===== src/rtl/cache_par_pkg.sv =====
package cache_par_pkg;

    localparam int NWAYS = 4;
    localparam int WAY_W = 2;
    localparam int AGE_W = 2;

    typedef logic [NWAYS-1:0] wayvec_t;
    typedef logic [AGE_W-1:0] age_t;
    typedef age_t [NWAYS-1:0] agevec_t;
    typedef logic [WAY_W-1:0] wayidx_t;

    typedef struct packed {
        logic    ok;
        wayidx_t way;
    } pick_t;

    typedef struct packed {
        logic    hit;
        logic    perr;
        logic    uncache;
        wayidx_t way;
    } look_t;

    // Lowest set bit of a way vector.
    function automatic wayidx_t lowest_way(wayvec_t v);
        wayidx_t r;
        r = '0;
        for (int i = NWAYS - 1; i >= 0; i--) begin
            if (v[i]) r = wayidx_t'(i);
        end
        return r;
    endfunction

    // Invalid enabled way first, otherwise oldest enabled way.
    function automatic pick_t choose_victim(wayvec_t en, wayvec_t vld, agevec_t age);
        pick_t r;
        age_t  best;
        logic  got_inv;
        r       = '0;
        best    = '0;
        got_inv = 1'b0;
        for (int i = 0; i < NWAYS; i++) begin
            if (en[i] && !vld[i] && !got_inv) begin
                r.ok    = 1'b1;
                r.way   = wayidx_t'(i);
                got_inv = 1'b1;
            end
        end
        if (!got_inv) begin
            for (int i = 0; i < NWAYS; i++) begin
                if (en[i] && (!r.ok || age[i] > best)) begin
                    r.ok  = 1'b1;
                    r.way = wayidx_t'(i);
                    best  = age[i];
                end
            end
        end
        return r;
    endfunction

    // Make way w youngest; ways younger than w age by one.
    function automatic agevec_t touch_age(agevec_t a, wayidx_t w);
        agevec_t r;
        for (int i = 0; i < NWAYS; i++) begin
            if (wayidx_t'(i) == w)  r[i] = '0;
            else if (a[i] < a[w])   r[i] = a[i] + age_t'(1);
            else                    r[i] = a[i];
        end
        return r;
    endfunction

endpackage


===== src/rtl/cache_par_store.sv =====
module cache_par_store
    import cache_par_pkg::*;
#(
    parameter int NSETS  = 8,
    parameter int TAG_W  = 8,
    parameter int DATA_W = 16,
    localparam int IDX_W = $clog2(NSETS)
) (
    input  logic                          clk,
    input  logic                          rst,
    input  logic [IDX_W-1:0]              rd_index,
    output logic [NWAYS-1:0][TAG_W-1:0]   rd_tag,
    output logic [NWAYS-1:0][DATA_W-1:0]  rd_data,
    output wayvec_t                       rd_vld,
    output wayvec_t                       rd_bad,
    input  logic [IDX_W-1:0]              fl_index,
    output wayvec_t                       fl_vld,
    input  logic                          wr_en,
    input  wayidx_t                       wr_way,
    input  logic [TAG_W-1:0]              wr_tag,
    input  logic [DATA_W-1:0]             wr_data,
    input  logic                          wr_flip
);

    logic wr_par;
    assign wr_par = (^{wr_tag, wr_data}) ^ wr_flip;

    for (genvar g = 0; g < NWAYS; g++) begin : g_way
        logic [TAG_W-1:0]  tag_m  [NSETS];
        logic [DATA_W-1:0] data_m [NSETS];
        logic              par_m  [NSETS];
        logic              vld_m  [NSETS];
        logic              sel;

        assign sel = wr_en && (wr_way == wayidx_t'(g));

        always_ff @(posedge clk) begin
            if (rst) begin
                for (int s = 0; s < NSETS; s++) vld_m[s] <= 1'b0;
            end else if (sel) begin
                vld_m[wr_index_cast(fl_index)] <= 1'b1;
            end
        end

        always_ff @(posedge clk) begin
            if (sel) begin
                tag_m[fl_index]  <= wr_tag;
                data_m[fl_index] <= wr_data;
                par_m[fl_index]  <= wr_par;
            end
        end

        assign rd_tag[g]  = tag_m[rd_index];
        assign rd_data[g] = data_m[rd_index];
        assign rd_vld[g]  = vld_m[rd_index];
        assign rd_bad[g]  = vld_m[rd_index] &&
                            ((^{tag_m[rd_index], data_m[rd_index]}) != par_m[rd_index]);
        assign fl_vld[g]  = vld_m[fl_index];
    end

    function automatic logic [IDX_W-1:0] wr_index_cast(logic [IDX_W-1:0] i);
        return i;
    endfunction

endmodule


===== src/rtl/cache_par_mask.sv =====
module cache_par_mask
    import cache_par_pkg::*;
#(
    parameter int NSETS = 8,
    parameter int CNT_W = 16,
    localparam int IDX_W = $clog2(NSETS)
) (
    input  logic              clk,
    input  logic              rst,
    input  logic [CNT_W-1:0]  period,
    input  logic [IDX_W-1:0]  rd_index,
    input  logic              clr_en,
    input  wayvec_t           clr_vec,
    input  logic [IDX_W-1:0]  fl_index,
    output wayvec_t           rd_mask,
    output wayvec_t           fl_mask
);

    wayvec_t          mask_q [NSETS];
    logic [CNT_W-1:0] cnt_q;
    logic             scrub_fire;

    assign scrub_fire = (period != '0) && (cnt_q >= period);

    always_ff @(posedge clk) begin
        if (rst || period == '0 || scrub_fire) cnt_q <= '0;
        else                                   cnt_q <= cnt_q + 1'b1;
    end

    // Restore first, then apply this cycle's error clears (error wins).
    always_ff @(posedge clk) begin
        if (rst) begin
            for (int s = 0; s < NSETS; s++) mask_q[s] <= '1;
        end else begin
            for (int s = 0; s < NSETS; s++) begin
                wayvec_t nxt;
                nxt = scrub_fire ? '1 : mask_q[s];
                if (clr_en && rd_index == IDX_W'(s)) nxt = nxt & ~clr_vec;
                mask_q[s] <= nxt;
            end
        end
    end

    assign rd_mask = mask_q[rd_index];
    assign fl_mask = mask_q[fl_index];

endmodule


===== src/rtl/cache_par_lru.sv =====
module cache_par_lru
    import cache_par_pkg::*;
#(
    parameter int NSETS = 8,
    localparam int IDX_W = $clog2(NSETS)
) (
    input  logic              clk,
    input  logic              rst,
    input  logic              hit_v,
    input  logic [IDX_W-1:0]  hit_idx,
    input  wayidx_t           hit_way,
    input  logic              fill_v,
    input  logic [IDX_W-1:0]  fill_idx,
    input  wayidx_t           fill_way,
    output agevec_t           fill_age
);

    agevec_t age_q [NSETS];

    always_ff @(posedge clk) begin
        if (rst) begin
            for (int s = 0; s < NSETS; s++) begin
                for (int w = 0; w < NWAYS; w++) age_q[s][w] <= age_t'(w);
            end
        end else begin
            for (int s = 0; s < NSETS; s++) begin
                if (fill_v && fill_idx == IDX_W'(s))
                    age_q[s] <= touch_age(age_q[s], fill_way);
                else if (hit_v && hit_idx == IDX_W'(s))
                    age_q[s] <= touch_age(age_q[s], hit_way);
            end
        end
    end

    assign fill_age = age_q[fill_idx];

endmodule


===== src/rtl/cache_parity_lru.sv =====
module cache_parity_lru
    import cache_par_pkg::*;
#(
    parameter int NSETS  = 8,
    parameter int TAG_W  = 8,
    parameter int DATA_W = 16,
    parameter int CNT_W  = 16
) (
    input  logic                       clk,
    input  logic                       rst,
    input  logic [CNT_W-1:0]           scrub_period,
    input  logic                       req_valid,
    input  logic [$clog2(NSETS)-1:0]   req_index,
    input  logic [TAG_W-1:0]           req_tag,
    output logic                       rsp_valid,
    output logic                       rsp_hit,
    output logic [DATA_W-1:0]          rsp_data,
    output logic                       rsp_perr,
    output logic                       rsp_uncache,
    input  logic                       fill_valid,
    input  logic [$clog2(NSETS)-1:0]   fill_index,
    input  logic [TAG_W-1:0]           fill_tag,
    input  logic [DATA_W-1:0]          fill_data,
    input  logic                       fill_bad_par
);

    localparam int IDX_W = $clog2(NSETS);

    logic [NWAYS-1:0][TAG_W-1:0]  rd_tag;
    logic [NWAYS-1:0][DATA_W-1:0] rd_data;
    wayvec_t rd_vld, rd_bad, fl_vld, rd_mask, fill_mask;
    wayvec_t err_vec, match_vec;
    agevec_t fill_age;
    pick_t   victim;
    look_t   look;
    logic    fill_we;

    cache_par_store #(.NSETS(NSETS), .TAG_W(TAG_W), .DATA_W(DATA_W)) u_store (
        .clk(clk), .rst(rst),
        .rd_index(req_index), .rd_tag(rd_tag), .rd_data(rd_data),
        .rd_vld(rd_vld), .rd_bad(rd_bad),
        .fl_index(fill_index), .fl_vld(fl_vld),
        .wr_en(fill_we), .wr_way(victim.way),
        .wr_tag(fill_tag), .wr_data(fill_data), .wr_flip(fill_bad_par)
    );

    cache_par_mask #(.NSETS(NSETS), .CNT_W(CNT_W)) u_mask (
        .clk(clk), .rst(rst), .period(scrub_period),
        .rd_index(req_index), .clr_en(req_valid), .clr_vec(err_vec),
        .fl_index(fill_index), .rd_mask(rd_mask), .fl_mask(fill_mask)
    );

    cache_par_lru #(.NSETS(NSETS)) u_lru (
        .clk(clk), .rst(rst),
        .hit_v(req_valid && look.hit), .hit_idx(req_index), .hit_way(look.way),
        .fill_v(fill_we), .fill_idx(fill_index), .fill_way(victim.way),
        .fill_age(fill_age)
    );

    // Lookup evaluation over enabled ways only.
    always_comb begin
        err_vec = rd_bad & rd_mask;
        for (int w = 0; w < NWAYS; w++) begin
            match_vec[w] = rd_mask[w] && rd_vld[w] && !rd_bad[w] &&
                           (rd_tag[w] == req_tag);
        end
        look.hit     = |match_vec;
        look.perr    = |err_vec;
        look.uncache = (rd_mask == '0);
        look.way     = lowest_way(match_vec);
    end

    assign victim  = choose_victim(fill_mask, fl_vld, fill_age);
    assign fill_we = fill_valid && victim.ok;

    always_ff @(posedge clk) begin
        if (rst) begin
            rsp_valid   <= 1'b0;
            rsp_hit     <= 1'b0;
            rsp_data    <= '0;
            rsp_perr    <= 1'b0;
            rsp_uncache <= 1'b0;
        end else begin
            rsp_valid <= req_valid;
            if (req_valid) begin
                rsp_hit     <= look.hit;
                rsp_data    <= look.hit ? rd_data[look.way] : '0;
                rsp_perr    <= look.perr;
                rsp_uncache <= look.uncache;
            end
        end
    end

endmodule


===== config.mk =====
export PLATFORM = sky130hd
export DESIGN_NAME = cache_parity_lru
export DESIGN_NICKNAME = d
export VERILOG_FILES = /design/src/rtl/cache_par_pkg.sv /design/src/rtl/cache_par_store.sv /design/src/rtl/cache_par_mask.sv /design/src/rtl/cache_par_lru.sv /design/src/rtl/cache_parity_lru.sv
export SDC_FILE = /design/constraint.sdc
export NUM_CORES = 1
export LEC_CHECK = 0
export BUFFER_PORTS_ARGS = -buffer_cell sky130_fd_sc_hd__clkbuf_2
export CAP_MARGIN = 20
export CORE_MARGIN = 2
export CORE_UTILIZATION = 30
export CTS_BUF_LIST = sky130_fd_sc_hd__clkbuf_2 sky130_fd_sc_hd__clkbuf_4 sky130_fd_sc_hd__clkbuf_8
export CTS_CLUSTER_DIAMETER = 120
export DETAILED_ROUTE_END_ITERATION = 10
export HOLD_SLACK_MARGIN = 0.05
export SLEW_MARGIN = 0
export SYNTH_ARGS = -nofsm -noshare
export SYNTH_HDL_FRONTEND = slang
export SYNTH_SLANG_ARGS = --single-unit

===== constraint.sdc =====
create_clock -name clk -period 11.2 [get_ports clk]
set_input_delay 0.56 -clock clk [delete_from_list [all_inputs] [get_ports clk]]
set_output_delay 0.56 -clock clk [all_outputs]
set_load 0.1 [all_outputs]

==> results.cfg <==
[status]
status = completed

[floorplanning]
dieArea_um2 = 153000
die-height_um = 391
coreArea_um2 = 149000
dieWidth_um = 391
num_rows = 142
start_util = 0.301
io_pins = 79

[clocking]
ctsHoldBuffers = 0
cts_buffers = 154
cts_resized = 0
clkLatencyLatePin_ps = 880
cts.sinks = 964
cts.path.max_buffers = 3
path_clk_slew_ps = 60
htreeDepth = 4
post_cts_buffers = 0
clockRootBuffer = clkbuf_8
cts_tree = done

[cells_and_area]
multi_input_area_um2 = 16200
synthToLayoutAreaGrowth_pct = 13.0
nets = 3380
fillers = 14500
final_area_um2 = 50900
layout.cells.non_filler = 5384
drive_above_1_share = 0.205
postLayoutCoreUtil = 0.341
seqCellArea_um2 = 27900

[timing]
fin_skew_ps = 60.2
final-hold-violation-count = 0
worst_slew_pin_slew_ps = 1250
rsz0062_at_grt = no
setup_tns_ps = 0
max-slew-margin-rel = 0.169
period_share = 0.722
setup_slack_ps = 3110
max_freq_mhz = 124
hold_slack_ps = 123
slew_violations = 0
min_period_ps = 8090
setup_viol = 0

[pwr]
p_total_mw = 8.12
p_per_area_nw_per_um2 = 160
ir_drop_mv = 0.154
leakage_nw = 17.1

[grt]
gr-total-overflow = 0
grt_antenna_before_repair = 10
grtUsageTotal = 0.182
grt_pass1_wl_mm = 202
grt_start_max_net_pins = 62
grt_pass1_vias = 28100

[routing]
drc_errors = 0
drtIter0Drc = 3359
postRouteAntennaNets = 0
drtPass1Iterations = 5
via_per_inst = 5.41
wl_per_cell_um = 26.5
wl_mm = 143
dr_total_vias = 29100

[critical_path]
critPathRequiredTime_ps = 11650
slowest_stage = a31oi_4
crit_start = fill_index[0]
end_kind = flip-flop
worst_ep_arrival_time_ps = 8540
start_kind = input pin
cpPeakStageDelay_ps = 860
path_max_fanout = 26
cp_common_cell = a21oi_1
reg2regPathDepth = 24
crit_path_end = u_store.g_way[2].data_m[7][15]
reg2reg_from = u_lru.age_q[3][3]
r2r_slack_ps = 3430
reg2reg_to = u_store.g_way[2].data_m[7][15]
path_class = in2reg

[yosys]
synthFlopType = edfxtp_1
synth-seq-area-share = 0.621
syn_area_um2 = 45000
ys_async_sr_fraction = 0
ys_ff_latch = 964
syn_avg_cell_area_um2 = 14.5
postSynthCellCount = 3115
syn-num-nets = 3257
synth_edf_count = 864
ys_types = 83
synth_warnings = 0

[placed_design]
place.gp.congestion = 0.919
portBuffers = 78
pre_cts_slack_ps = 2350
dp_hpwl_mm = 87.9
place_area_um2 = 47800
place_inst = 5096

[flow_run]
max_cap_viol_count = 0

[min_path]
hold_depth = 2
hold_class = in2reg
==> critical path: cells and delay by family <==
family	cells	cell delay, ps
simple gates	6	2260
fa+ha+maj	3	770
mux	3	1150
compound gates	9	2040
buf+inv	5	1680
==> worst min-delay path by stage <==
stage	start	to	slack (ps)
6_report	req_valid	rsp_perr	120
3_5_place_dp	u_mask.cnt_q[0]	u_mask.cnt_q[0]	470
2_1_floorplan	u_mask.cnt_q[0]	u_mask.cnt_q[0]	440
5_1_grt	req_valid	rsp_perr	110
3_3_place_gp	u_mask.cnt_q[0]	u_mask.cnt_q[0]	460
4_1_cts	req_valid	rsp_perr	50
==> logic make-up (layout without fill, tap and decap cells) <==
logic type | count (synthesis) | count (layout) | share of synthesized area
AO/OA/AOI/OAI | 667 | 667 | 0.103
XOR/XNOR | 201 | 201 | 0.0440
adder cells (fa/ha/maj) | 83 | 83 | 0.0231
buffers and inverters | 230 | 479 | 0.0271
flip-flops | 964 | 964 | 0.621
multiplexers | 421 | 421 | 0.126
other | 0 | 4 | 0
AND/OR/NAND/NOR | 549 | 549 | 0.0563
==> layout make-up <==
| type | count | area share |
|---|---|---|
| clock inverters | 68 | 0.00888 |
| multi-input cells | 1921 | 0.318 |
| flip-flops and latches | 964 | 0.549 |
| clock buffers | 214 | 0.0515 |
| well taps | 2016 | 0.0496 |
| diodes | 4 | 0.000197 |
| inverters | 40 | 0.00298 |
| repair buffers | 157 | 0.0201 |
==> cells in the mapped netlist, drive strengths merged, types with 83 or more instances <==
| cell | n | share of area |
|---|---|---|
| dfxtp | 100 | 0.044 |
| o21ai | 139 | 0.016 |
| buf | 107 | 0.017 |
| nor2 | 171 | 0.014 |
| nand2 | 179 | 0.015 |
| xnor2 | 124 | 0.024 |
| mux2 | 108 | 0.027 |
| mux2i | 206 | 0.046 |
| mux4 | 107 | 0.054 |
| edfxtp | 864 | 0.58 |
| ha | 83 | 0.023 |
| clkbuf | 83 | 0.0069 |
| o22ai | 92 | 0.013 |
==> state kept, by name (all words and copies together), names as in the netlist <==
| name | cells |
|---|---|
| u_store.g_way.data_m | 512 |
| u_store.g_way.tag_m | 256 |
| u_lru.age_q | 64 |
| u_mask.mask_q | 32 |
| u_store.g_way.par_m | 32 |
| u_store.g_way.vld_m | 32 |
| rsp_data | 16 |
| u_mask.cnt_q | 16 |
| rsp_hit | 1 |
| rsp_perr | 1 |
| rsp_uncache | 1 |
| rsp_valid | 1 |
==> power breakdown <==
part | switching, mW | internal (mW)
Clock | 1.50 | 1.58
Combinational | 0.633 | 0.372
Sequential | 0.0371 | 4.00
==> layer usage <==
metal,GRT usage,up-vias,wire length [µm]
li1,-,12500,-
met3,0.0424,249,13900
met4,0.0590,2,3910
met5,0,-,11
met1,0.255,15000,61300
met2,0.278,1430,63400
==> cell usage in the layout, fill, tap and decap left out, drive strengths merged, types with 83 or more instances in the layout <==
cell	synthesis	final
mux4	107	107
xnor2	124	124
edfxtp	864	864
nor2	171	171
clkbuf	83	290
o22ai	92	92
mux2i	206	206
o21ai	139	139
nand2	179	179
ha	83	83
mux2	108	108
dfxtp	100	100
Note: power is estimated with default switching activity, not from simulation.
